[src/rtl/vls_pkg.sv]
package vls_pkg;
  typedef enum logic [1:0] {
    SQ_DOWN   = 2'd0,
    SQ_RECONF = 2'd1,
    SQ_WAIT   = 2'd2,
    SQ_LIVE   = 2'd3
  } seq_state_t;
endpackage

[src/rtl/vls_poll_timer.sv]
module vls_poll_timer #(
  parameter int TICK_W = 16
) (
  input  logic              clk,
  input  logic              rst,
  input  logic [TICK_W-1:0] interval,
  output logic              tick
);
  logic [TICK_W-1:0] cnt;
  logic [TICK_W:0]   nxt;

  assign nxt = {1'b0, cnt} + 1'b1;

  always_ff @(posedge clk) begin
    if (rst) begin
      cnt  <= '0;
      tick <= 1'b0;
    end else if (nxt >= {1'b0, interval}) begin
      cnt  <= '0;
      tick <= 1'b1;
    end else begin
      cnt  <= nxt[TICK_W-1:0];
      tick <= 1'b0;
    end
  end
endmodule

[src/rtl/vls_stability.sv]
module vls_stability #(
  parameter int RES_W = 14,
  parameter int CS_W  = 2
) (
  input  logic             clk,
  input  logic             rst,
  input  logic             tick,
  input  logic             lock_in,
  input  logic [RES_W-1:0] width,
  input  logic [RES_W-1:0] height,
  input  logic [CS_W-1:0]  cspace,
  output logic             stable
);
  localparam int FMT_W = 2 * RES_W + CS_W;
  logic [FMT_W-1:0] fmt_now, fmt_prev;

  assign fmt_now = {width, height, cspace};

  always_ff @(posedge clk) begin
    if (rst) begin
      fmt_prev <= '0;
      stable   <= 1'b0;
    end else if (tick) begin
      fmt_prev <= fmt_now;
      stable   <= lock_in && (fmt_now == fmt_prev);
    end
  end


  verdict_between_polls_chk: assert property (@(posedge clk) disable iff (rst)
    !tick |=> $stable(stable));
endmodule

[src/rtl/vls_frame_gate.sv]
module vls_frame_gate #(
  parameter int FC_W   = 16,
  parameter int FRAMES = 4
) (
  input  logic            clk,
  input  logic            rst,
  input  logic            load,
  input  logic [FC_W-1:0] count,
  output logic            reached
);
  localparam logic [FC_W-1:0] TARGET = FC_W'(FRAMES);
  logic [FC_W-1:0] base, advance;

  always_ff @(posedge clk) begin
    if (rst)       base <= '0;
    else if (load) base <= count;
  end

  // modular distance handles counter wrap
  assign advance = count - base;
  assign reached = (advance >= TARGET);
endmodule

[src/rtl/vls_sequencer.sv]
module vls_sequencer #(
  parameter int TICK_W        = 16,
  parameter int RES_W         = 14,
  parameter int CS_W          = 2,
  parameter int FC_W          = 16,
  parameter int REVEAL_FRAMES = 4
) (
  input  logic              clk,
  input  logic              rst,
  input  logic [TICK_W-1:0] poll_interval,
  input  logic              lock_in,
  input  logic [RES_W-1:0]  in_width,
  input  logic [RES_W-1:0]  in_height,
  input  logic [CS_W-1:0]   in_cspace,
  input  logic              out_change,
  input  logic [FC_W-1:0]   frame_rd_count,
  input  logic              reconf_ack,
  output logic              capture_en,
  output logic              reconf_req,
  output logic              layer_en
);
  import vls_pkg::*;

  logic       tick, stable_q, reached, load_base;
  seq_state_t state;

  vls_poll_timer #(.TICK_W(TICK_W)) u_timer (
    .clk(clk), .rst(rst), .interval(poll_interval), .tick(tick)
  );

  vls_stability #(.RES_W(RES_W), .CS_W(CS_W)) u_stab (
    .clk(clk), .rst(rst), .tick(tick), .lock_in(lock_in),
    .width(in_width), .height(in_height), .cspace(in_cspace),
    .stable(stable_q)
  );

  assign load_base = stable_q && ((state == SQ_DOWN) || out_change);

  vls_frame_gate #(.FC_W(FC_W), .FRAMES(REVEAL_FRAMES)) u_gate (
    .clk(clk), .rst(rst), .load(load_base), .count(frame_rd_count),
    .reached(reached)
  );

  always_ff @(posedge clk) begin
    if (rst) begin
      state      <= SQ_DOWN;
      capture_en <= 1'b0;
      layer_en   <= 1'b0;
      reconf_req <= 1'b0;
    end else begin
      case (state)
        SQ_DOWN: begin
          if (stable_q) begin
            state      <= SQ_RECONF;
            reconf_req <= 1'b1;
          end
        end
        SQ_RECONF: begin
          if (!stable_q) begin
            state      <= SQ_DOWN;
            reconf_req <= 1'b0;
          end else if (reconf_ack) begin
            state      <= SQ_WAIT;
            reconf_req <= 1'b0;
            capture_en <= 1'b1;
          end
        end
        SQ_WAIT: begin
          if (!stable_q) begin
            state      <= SQ_DOWN;
            capture_en <= 1'b0;
          end else if (!out_change && reached) begin
            state    <= SQ_LIVE;
            layer_en <= 1'b1;
          end
        end
        default: begin
          if (!stable_q) begin
            state      <= SQ_DOWN;
            capture_en <= 1'b0;
            layer_en   <= 1'b0;
          end else if (out_change) begin
            state    <= SQ_WAIT;
            layer_en <= 1'b0;
          end
        end
      endcase
    end
  end


  unstable_hides_chk: assert property (@(posedge clk) disable iff (rst)
    !stable_q |=> (!layer_en && !capture_en));

  req_held_chk: assert property (@(posedge clk) disable iff (rst)
    (reconf_req && !reconf_ack && stable_q) |=> reconf_req);

  capture_after_ack_chk: assert property (@(posedge clk) disable iff (rst)
    $rose(capture_en) |-> $past(reconf_ack));

  layer_needs_capture_chk: assert property (@(posedge clk) disable iff (rst)
    layer_en |-> capture_en);

  out_change_hides_chk: assert property (@(posedge clk) disable iff (rst)
    out_change |=> !layer_en);
endmodule

[config.mk]
export PLATFORM = sky130hd
export DESIGN_NAME = vls_sequencer
export DESIGN_NICKNAME = d
export VERILOG_FILES = /design/src/rtl/vls_pkg.sv /design/src/rtl/vls_poll_timer.sv /design/src/rtl/vls_stability.sv /design/src/rtl/vls_frame_gate.sv /design/src/rtl/vls_sequencer.sv
export SDC_FILE = /design/constraint.sdc
export NUM_CORES = 1
export LEC_CHECK = 0
export BUFFER_PORTS_ARGS = -buffer_cell sky130_fd_sc_hd__buf_2
export CORE_UTILIZATION = 35
export CTS_CLUSTER_DIAMETER = 30
export DETAILED_ROUTE_END_ITERATION = 10
export GPL_TIMING_DRIVEN = 0
export PLACE_DENSITY = 0.55
export SLEW_MARGIN = 15
export SYNTH_ARGS = -nofsm -noshare
export SYNTH_HDL_FRONTEND = slang
export SYNTH_SLANG_ARGS = --single-unit
[constraint.sdc]
create_clock -name clk -period 3.3 [get_ports clk]
set_input_delay 0.165 -clock clk [delete_from_list [all_inputs] [get_ports clk]]
set_output_delay 0.165 -clock clk [all_outputs]
set_load 0.005 [all_outputs]
# After elaboration in Yosys (flattened, before gate mapping)
# Index checks and enable logic that the tools add are counted.
# W data, S select, Z words.
[op_classes]
eq_ne = 13
n_addsub = 2
n_bitwise = 2
reduce_logical = 13
muxes = 22
order_cmp = 2
[ops]
columns = ["op", "n"]
rows = [
  ["$eq A30 B30 Y1", 1],
  ["$add A16 B1 Y17 const B", 1],
  ["$ge A17 B16 Y1", 1],
  ["$ge A16 B3 Y1 const B", 1],
  ["$sub A16 B16 Y16", 1],
  ["$mux W2", 7],
  ["$reduce_and A4 Y1", 3],
  ["$mux W1", 11],
  ["$ne A3 B3 Y1 const B", 3],
  ["$ne A2 B1 Y1 const B", 3],
  ["$ne A2 B2 Y1 const B", 3],
  ["$pmux W1 S2", 3],
  ["$pmux W2 S3", 1],
  ["$ne A5 B5 Y1 const B", 1],
  ["$reduce_or A2 Y1", 2],
  ["$logic_and A1 B1 Y1", 3],
  ["$reduce_and A3 Y1", 1],
  ["$eq A2 B1 Y1 const B", 1],
  ["$eq A2 B2 Y1 const B", 1],
  ["$logic_not A2 Y1", 1],
  ["$not A1 Y1", 2],
  ["$reduce_bool A2 Y1", 1],
  ["$logic_not A1 Y1", 1],
  ["$logic_or A1 B1 Y1", 1],
]
[totals]
input_bits = 67
wordCells = 63
register_bits = 69

# Depth between registers and ports, before layout
# Gate-level depths: netlist of run 1.
[depth]
ltp_word = 6
ltp_mapped = 14
depth_no_buf = 13

# Modules after synthesis
# A second synthesis of run 1 with hierarchy kept.
[unflattened]
hier_cells = 490
hier_area_um2 = 4381.7
[modules_own_cells]
columns = ["module", "instances", "area_per_inst_um2", "cells_each"]
rows = [
  ["vls_frame_gate", 1, 1521.5, 191],
  ["vls_stability", 1, 1403.8, 141],
  ["vls_poll_timer", 1, 1226.2, 131],
  ["vls_sequencer", 1, 230.2, 27],
]

# Worst setup path after synthesis of run 1
# No wires, ideal clock.
[synth_timing]
kind = "register to register"
from = "register u_timer.cnt[2]"
to = "register u_timer.cnt[10]"
path_slack_ns = 0.103
required_time_ns = 3.234
path_buffers = 1
synth_period_minus_slack_ns = 3.197
arrival_time_ns = 3.131
stages_incl_launch_ff = 14
path_cell_list = "dfxtp_1 and4_1 and3_1 and4_1 and3_1 xor2_1 ha_1 and4_1 a21oi_1 a21oi_1 a2111oi_0 nand4b_1 clkbuf_1 nor2b_1"
[synth_between]
elab_chain_cells = 3
[synth_rtl]
columns = ["element", "line", "source"]
rows = [
  ["start: declaration", "vls_poll_timer.sv:9", "logic [TICK_W-1:0] cnt;"],
  ["start signal: assignment", "vls_poll_timer.sv:22", "cnt <= nxt[TICK_W-1:0];"],
  ["$add A16 B1 Y17", "vls_poll_timer.sv:12", "assign nxt = {1'b0, cnt} + 1'b1;"],
  ["named net u_timer.nxt[12]", "vls_poll_timer.sv:10", "logic [TICK_W:0] nxt;"],
  ["$ge A17 B16 Y1", "vls_poll_timer.sv:18", "end else if (nxt >= {1'b0, interval}) begin"],
  ["$reduce_or A2 Y1 (no line)", "--", ""],
]
# The timed path passes the listed nets, and every way through them passes these cells.
# A chain may end at the register's enable or synchronous reset.

# Worst setup path in the final report of run 1
[layout_timing]
from = "register u_timer.cnt[4]"
to = "register u_timer.cnt[6]"
# The elaborated chain is that of the path after synthesis.

==> results of run 1 <==
## final cells by class
type | count | area share
flip-flops and latches | 69 | 0.272
clock buffers | 10 | 0.0449
well taps | 143 | 0.0351
inverters | 46 | 0.0341
clock inverters | 6 | 0.00786
multi-input cells | 375 | 0.524
plain buffers | 17 | 0.0142
repair buffers | 69 | 0.0683
## flip-flops by register name, summed over array words and instances, names as in the netlist
register and flops:
state 2, capture_en 1, u_stab.fmt_prev 30, u_timer.cnt 16
u_timer.tick 1, u_stab.stable 1, u_gate.base 16, layer_en 1
reconf_req 1
## power breakdown
| group | leakage (nW) | switching (mW) | internal [mW] | total [mW] |
|---|---|---|---|---|
| Clock | 0.132 | 0.383 | 0.507 | 0.890 |
| Sequential | 0.557 | 0.00245 | 0.836 | 0.839 |
| Combinational | 1.36 | 0.122 | 0.0999 | 0.222 |
| Total | 2.05 | 0.507 | 1.44 | 1.95 |
## what timing repair did
action	in CTS	in global routing
endpoints found under the hold margin	0	0
endpoints found under the setup margin	16	20
setup buffers	1	0
pin swaps	1	3
gates resized for setup	4	12
## through the flow
| stage | instance area [µm²] | utilization | worst slack (ps) | TNS [ps] | cells |
|---|---|---|---|---|---|
| 2_1_floorplan | 4260 | - | 103 | 0 | 507 |
| 6_report | 5100 | 0.437 | 232 | 0 | 735 |
| 5_1_grt | 5100 | 0.437 | -51.1 | -412 | 735 |
| 3_5_place_dp | 4780 | 0.410 | -473 | -5580 | 718 |
| 4_1_cts | 5070 | 0.434 | 13.8 | 0 | 735 |
| 3_3_place_gp | 4780 | 0.410 | -517 | -6280 | 718 |
## worst max-delay path, delay by kind of cell, from the launching register on
| family | cells | cell delay, ps |
|---|---|---|
| fa+ha+maj | 1 | 260 |
| buf+inv | 1 | 190 |
| flops | 1 | 370 |
| xor+xnor | 1 | 190 |
| compound gates | 1 | 320 |
| simple gates | 9 | 1680 |
## cell families after synthesis
kind of cell	Yosys count
simple gates	160
compound gates	97
flops	69
buf+inv	63
xor+xnor	50
fa+ha+maj	36
mux	32
## cell usage after synthesis, types with 3 or more instances
master	instances	area, µm²
sky130_fd_sc_hd__a21oi_1	35	175
sky130_fd_sc_hd__mux2i_1	32	320
sky130_fd_sc_hd__a211oi_1	3	22.5
sky130_fd_sc_hd__nand4_1	12	75.1
sky130_fd_sc_hd__and3_1	6	37.5
sky130_fd_sc_hd__a31oi_1	3	18.8
sky130_fd_sc_hd__nor3_1	4	20.0
sky130_fd_sc_hd__nor2b_1	18	113
sky130_fd_sc_hd__xnor2_1	34	298
sky130_fd_sc_hd__a21o_1	7	52.6
sky130_fd_sc_hd__nand2b_1	3	18.8
sky130_fd_sc_hd__inv_1	45	169
sky130_fd_sc_hd__and2_1	3	18.8
sky130_fd_sc_hd__nor4_1	4	25.0
sky130_fd_sc_hd__o21ai_0	14	70.1
sky130_fd_sc_hd__nand2_1	45	169
sky130_fd_sc_hd__nor2_1	46	173
sky130_fd_sc_hd__and4_1	3	26.3
sky130_fd_sc_hd__clkbuf_1	14	52.6
sky130_fd_sc_hd__nand3_1	9	45.0
sky130_fd_sc_hd__xor2_1	16	140
sky130_fd_sc_hd__dfxtp_1	69	1380
sky130_fd_sc_hd__ha_1	35	438
sky130_fd_sc_hd__o21a_1	3	22.5
sky130_fd_sc_hd__o21ai_1	3	15.0
sky130_fd_sc_hd__a21boi_0	3	22.5
## worst paths after layout
kind / cells past startpoint / endpoint / startpoint / slack [ps]
worst min-delay path: 3 / u_gate.base[6] / frame_rd_count[6] / 70
worst max-delay path: 13 / u_timer.cnt[6] / u_timer.cnt[4] / 230
worst min register to register: 2 / u_gate.base[6] / u_gate.base[6] / 450
worst max register to register: 13 / u_timer.cnt[6] / u_timer.cnt[4] / 230
## metal layers
| metal | part of all wire | wire length, µm |
|---|---|---|
| met1 | 0.45 | 4430 |
| met2 | 0.48 | 4710 |
| met3 | 0.043 | 419 |
| met4 | 0.018 | 179 |
| met5 | 0 | 0 |
==> run summary, run 1 <==
The worst setup path is captured at a flip-flop. The Yosys step of the flow raised 0 warnings. In the global route stage, met1 resource usage came out at 0.195.

The run finished, with violations left. The transition time at the pin with the least slew margin is 776 ps. The average wire per standard cell is 13.3 µm. In this run, synthesis produced a sequential element count of 69. The initial antenna violation count came out at 0. The count of pins over their slew limit is 0. The area growth from synthesis to layout is 19.6%. The worst setup path is of the flip-flop to flip-flop kind.

In this run, synthesis inferred 0 flip-flops with an integrated enable. The net count of the finished layout came out at 690. During I/O placement, the number of pins put on the boundary was 70. The max-capacitance violation count is 0. The HPWL reported at the end of detailed placement is 7360 µm. Along the worst path, the maximum fanout reaches 6. The met2 track demand over resource in global routing is 0.284.

For this design the ratio of total power to cell area is 383 mW/mm². The number of hold-slack violations in the final timing report is 0. Data on the critical path is required at its endpoint by 3570 ps. After clock tree synthesis, the clock-pin slew on the worst setup and hold paths is 60 ps. The remaining global-route overflow is 0. The number of global-route vias before repair came out at 3645. The first routing iteration left 184 violations. The clock reaches the later pin of the worst-skew pair after 340 ps. Summed over all cells, the static leakage comes to 2.05 nW. The antenna diode count is 0.

After synthesis, the largest family of logic cells by area is simple AND/OR/NAND/NOR gates. The share of final-layout standard cells stronger than drive strength 1 came out at 0.176. Leaving out fill and tap cells, the most frequent cell in the layout is sky130_fd_sc_hd__buf_2. After global routing, the most crowded layer is met2. The area of the die is 0.0126 mm².

The CTS tree is built. The final setup violation count came out at 0. The checks that failed: DRC.

The part of the Yosys area used for sequential elements is 0.324. The worst hold-check slack is 74.2 ps. The mapped netlist covers 0.00426 mm². The first global-routing pass estimated 16300 µm of wire. The synthesized area per cell is 8.40 µm². The top flip-flop cell by instance count after synthesis is sky130_fd_sc_hd__dfxtp_1. The routed design could run at a clock period as short as 3070 ps.

The number of optimization iterations in the first detailed-route pass came out at 7. Walking the worst path, the cells encountered are and4_4, and3_2, and4_4, and3_2, xor2_2, ha_1, and4_1, nand4_1, nor2_1, a2111oi_2, nand4b_1, buf_4, nor2b_1. The overall global routing resource usage is 0.164. The ratio of final minimum period to clock period came out at 0.930. The xor and xnor fraction of the mapped netlist area came out at 0.103. The number of placement rows came out at 39. The post-synthesis share of cell area spent on full adders, half adders and majority gates is 0.107. The library cells used most frequently in the layout, excluding fill and tap cells, are sky130_fd_sc_hd__buf_2 (69), sky130_fd_sc_hd__dfxtp_1 (67), sky130_fd_sc_hd__nor2_1 (46), sky130_fd_sc_hd__inv_1 (45), sky130_fd_sc_hd__nand2_1 (45).

The number of buffers added on ports is 68. Entering global routing, the biggest net connects 13 pins. For this configuration, the core starts out at a cell density of 0.365.

In this run the vertical extent of the chip is 112 µm. The arrival time of data at the critical path endpoint is 3340 ps. The area fraction in compound gates after synthesis came out at 0.150.

Summing over every cut layer, the via total after detailed routing is 3666. The number of buffers inserted by hold repair at cts is 0. The number of distinct standard cells referenced by the synthesized netlist came out at 58. The path class of the tightest hold or removal check is primary input to flip-flop.

The multi-input combinational cell area is 0.00267 mm². The filler cell count in the final layout came out at 1184. In this run the tightest slew margin relative to its limit is 0.483.

Counting every instance in the synthesized netlist gives 507. The CTS sink count is 69. Counting flops with an async set or reset pin after synthesis yields a share of 0. The cell sitting at the root of the clock tree is a sky130_fd_sc_hd__clkbuf_16. The sequential cell area is 0.00138 mm². Wires add up to 9750 µm. The net count after synthesis is 610. The antenna violation net count after detailed routing is 0. The die boundary width is 112 µm. The deepest clock path buffer count came out at 2. The via density per instance is 4.99. The share of synthesized area spent on multiplexers is 0.0752. The placeable core area came out at 0.0117 mm². The achievable frequency came out at 0.326 GHz. In this design, the stage delay of the slowest critical-path cell is 370 ps.

Of the total synthesized cell area, the portion taken by AND, OR, NAND and NOR gates is 0.184. The worst clock skew is 7.07 ps. The critical path launch point type is a flip-flop. The largest individual stage delay along the critical path comes from the cell sky130_fd_sc_hd__dfxtp_1. The global placement routability congestion is 0.840. IR analysis of the VDD net gives a maximum drop of 0.000254 V. In the routed design, unresolved DRC markers number 2. The overall power consumption came out at 1.95 mW. The maximum level of the CTS H-tree came out at 3.

The met3 demand-to-capacity share in global routing is 0.0329. The total CTS buffers is 9.
No activity file was read; power rests on OpenSTA's default activity.
==> run 2, diff against run 1 <==
ABC_AREA = 1   (was not set)
==> run 2 against run 1 <==
Effect of this change:
- the run still ends with DRC left
- critical endpoint is now u_timer.cnt[9]
- total power up 9.8%
- wire length up 12%
- global-route usage is 0.62 points higher
- largest cell class unchanged
- combinational power is 10% higher
- sequential share of layout area down 2.4 points
- sequential power barely moved
==> run summary, run 2 <==
The library cell with the largest summed area after synthesis is sky130_fd_sc_hd__dfxtp_1. The synthesized area per cell came out at 6.69 µm². The count of nets left with antenna violations once routing finished came out at 0. The yosys synthesis warning count came out at 0. The number of placement rows is 41. The count of buffers added on input and output ports is 69.

The deepest clock path buffer count came out at 2. The post-detailed-placement cell area is 0.00507 mm². The share of synthesized area in the top cell type comes to 0.306. After synthesis the netlist holds a flip-flop and latch count of 69. The final setup violation count is 0. Derived from the worst setup path, the maximum achievable clock frequency is 0.317 GHz.

Yosys attributes the largest share of cell area to sky130_fd_sc_hd__dfxtp_1 (31%), sky130_fd_sc_hd__nand2_1 (11%), sky130_fd_sc_hd__inv_1 (10%), sky130_fd_sc_hd__ha_1 (9.7%), sky130_fd_sc_hd__nor2_1 (6.2%). The post-route met1 wirelength is 5090 µm. The final reports fail on DRC.

The largest registers in the layout are u_stab.fmt_prev: 30 flops, u_gate.base: 16 flops, u_timer.cnt: 16 flops. Dividing total power by cell area gives a power density of 382 mW/mm². The worst path setup slack after routing came out at 144 ps. The worst hold path belongs to the class primary input to flip-flop. The data required time at the worst endpoint is 3530 ps. The worst hold path was traced through 3 stages. The share of the Yosys chip area taken by registers is 0.306. The post-route setup TNS is 0 ps.

For this block, the routed nets add up to 11000 µm of wire. The initial cell density of the core is 0.359. In this run, synthesis inferred 0 flip-flops with an integrated enable. The routed design uses 344 µm of met3 wire. Counting cells, the worst reg-to-reg path comes to 18. The worst-case IR drop observed on VDD is 0.000265 V. In the layout the commonest cells are sky130_fd_sc_hd__nand2_1 (135), sky130_fd_sc_hd__inv_1 (122), sky130_fd_sc_hd__nor2_1 (72), sky130_fd_sc_hd__buf_2 (69), sky130_fd_sc_hd__dfxtp_1 (65). Dividing the final minimum period by the clock period gives 0.956. The proportion of register bits with asynchronous set or reset after synthesis is 0. The total CTS buffers came out at 9.

The post-layout minimum cycle time is 3160 ps. The initial antenna violation count came out at 0. The placeable core area is 0.0126 mm². The number of hold-slack violations in the final timing report came out at 0. In the post-synthesis netlist, the cell with the most instances is sky130_fd_sc_hd__nand2_1. The max-slew headroom at the worst pin is 0.607. The category of the critical setup timing path is flip-flop to flip-flop. Max-cap violations in this run came to 0. The worst clock skew came out at 7.20 ps.

The maximum level of the CTS H-tree came out at 3. The number of global-route vias before repair is 4096. Dividing the detail-routed via count by the number of cells gives 4.59. The library cell used most frequently in the layout, excluding fill and tap cells, is sky130_fd_sc_hd__nand2_1. The number of distinct standard cells referenced by the synthesized netlist came out at 38. The total non-filler cell area in the finished layout came out at 0.00561 mm².

For the pin with the worst max-slew slack, the measured transition is 590 ps. The kind of capture point of the worst setup path is a flip-flop. The overall global routing resource usage came out at 0.170.

The clock transition at the register clock pins on the worst setup and hold paths after CTS is 60 ps. For this design, the sink count on the clock tree is 69. The repair_antennas step left the layout with diodes totalling 0. Synthesis produced a netlist with a net count of 777.

The flip-flop count of the largest register, all copies and words added came out at 30. The cell count after synthesis came out at 674. The maximum number of pins on one net before global-route repair is 13. The run finished, with violations left. STA classifies the critical path startpoint as a flip-flop. The top routing layer in use is met4. The first-pass GRT wire length is 17700 µm.

Hold timing on the final database bottoms out at a slack of 77.5 ps. The starting DRC count in detailed routing came out at 151. The area of the mapped netlist is 0.00451 mm². The largest fanout of any net on the critical path came out at 5. The number of optimization iterations in the first detailed-route pass is 7.

The die boundary height is 115 µm. The register bank with the most flops is u_stab.fmt_prev. Summed over all cells, the static leakage comes to 2.76 nW. The detailed-routed wire length on met2 came out at 5220 µm. Summed over all nets, the half-perimeter wirelength after detailed placement is 8600 µm. The share of final-layout standard cells stronger than drive strength 1 came out at 0.180. The net count of the finished layout came out at 869.

The clock latency at the later pin of the worst-skew pair is 340 ps. The global placement routability congestion came out at 0.845. TritonCTS built the clock tree. The area growth from synthesis to layout is 24.5%. In this run the clock root is driven by a sky130_fd_sc_hd__clkbuf_16. The minimum setup slack after placement is 14.3 ps. The floorplan step defined a die boundary enclosing 0.0133 mm². The die boundary width came out at 115 µm.

The DRC violation count after routing came out at 2. The commonest cells after synthesis are sky130_fd_sc_hd__nand2_1 (136), sky130_fd_sc_hd__inv_1 (122), sky130_fd_sc_hd__nor2_1 (74). For this run, the leading register cell type out of synthesis is sky130_fd_sc_hd__dfxtp_1.

The arrival time of data at the critical path endpoint is 3380 ps. The count of pins over their slew limit is 0. The vias after detailed routing is 4332. After detailed routing, the average wire length per cell comes to 11.6 µm. The boundary pin count came out at 70. The remaining global-route overflow is 0.
==> run 2: cell count changes in the layout (fill, tap and decap cells not counted), sizes merged, moves of 4 or more <==
cell | previous run | this run
mux2i | 32 | 0
a2111oi | 4 | 0
a21oi | 36 | 52
buf | 73 | 82
nand2 | 45 | 137
nor2b | 18 | 0
xnor2 | 34 | 12
nand3 | 9 | 32
inv | 45 | 124
a21o | 8 | 0
nor2 | 46 | 88
o21ai | 17 | 55
a21boi | 4 | 0
and3 | 6 | 1
==> run 2: report_power, final <==
group / total [mW] / switching (mW) / internal, mW
Clock: 1.06 / 0.373 / 0.684
Sequential: 0.840 / 0.00373 / 0.836
Combinational: 0.245 / 0.141 / 0.104
Total: 2.14 / 0.517 / 1.62
==> run 2: cells by family after synthesis <==
logic type / after synthesis / synth area share
AND/OR/NAND/NOR: 284 / 0.278
buffers and inverters: 140 / 0.119
AO/OA/AOI/OAI: 118 / 0.142
flip-flops: 69 / 0.306
adder cells (fa/ha/maj): 36 / 0.102
XOR/XNOR: 27 / 0.0525
==> run 2: final timing paths <==
kind | from | to | slack, ps
max | u_timer.cnt[0] | u_timer.cnt[9] | 140
min | in_height[8] | u_stab.fmt_prev[10] | 80
min reg2reg | u_gate.base[10] | u_gate.base[10] | 460
max reg2reg | u_timer.cnt[0] | u_timer.cnt[9] | 140
==> run 2: metrics by stage <==
step / power [mW] / instances / util
2_1_floorplan: 1.00 / 674 / -
3_3_place_gp: 1.09 / 915 / 0.403
3_5_place_dp: 1.09 / 915 / 0.403
4_1_cts: 2.16 / 934 / 0.431
5_1_grt: 2.23 / 943 / 0.446
6_report: 2.14 / 943 / 0.446
==> run 2: routing by layer <==
layer  track usage  up-vias
met3        0.0288       22
li1              -     2320
met4        0.0918        0
met1         0.202     1921
met2         0.292       69
met5             0        -
==> run 2: cell type report <==
type                    count  area, µm²
repair buffers             81        460
well taps                 172        215
clock inverters             5       83.8
fillers                  1338       6960
clock buffers              11        243
inverters                 125        469
multi-input cells         465       2680
plain buffers              15       67.6
flip-flops and latches     69       1390
==> run 2: worst max-delay path, cell delays in order, from the launching register on <==
cell and delay, ps:
sky130_fd_sc_hd__dfxtp_4 360, sky130_fd_sc_hd__nand3_4 100, sky130_fd_sc_hd__nor3_4 230, sky130_fd_sc_hd__nand3_2 120, sky130_fd_sc_hd__nor3b_2 170, sky130_fd_sc_hd__inv_1 80, sky130_fd_sc_hd__nor2_2 160, sky130_fd_sc_hd__nand2_2 90
sky130_fd_sc_hd__nor2_4 140, sky130_fd_sc_hd__nand3_2 90, sky130_fd_sc_hd__xor2_2 190, sky130_fd_sc_hd__inv_1 90, sky130_fd_sc_hd__ha_4 280, sky130_fd_sc_hd__nand4_1 150, sky130_fd_sc_hd__nor4_4 290, sky130_fd_sc_hd__nor2_2 80
sky130_fd_sc_hd__o2111ai_4 160, sky130_fd_sc_hd__clkbuf_16 220, sky130_fd_sc_hd__nor2_2 30
==> run 2: repair_timing <==
item                       CTS  global route
hold endpoints to repair     0             0
setup buffers                3             8
gates cloned                 0             1
pin swaps                    2            13
gates resized for setup      0            25
hold buffers                 0             0
setup endpoints to repair    9            17
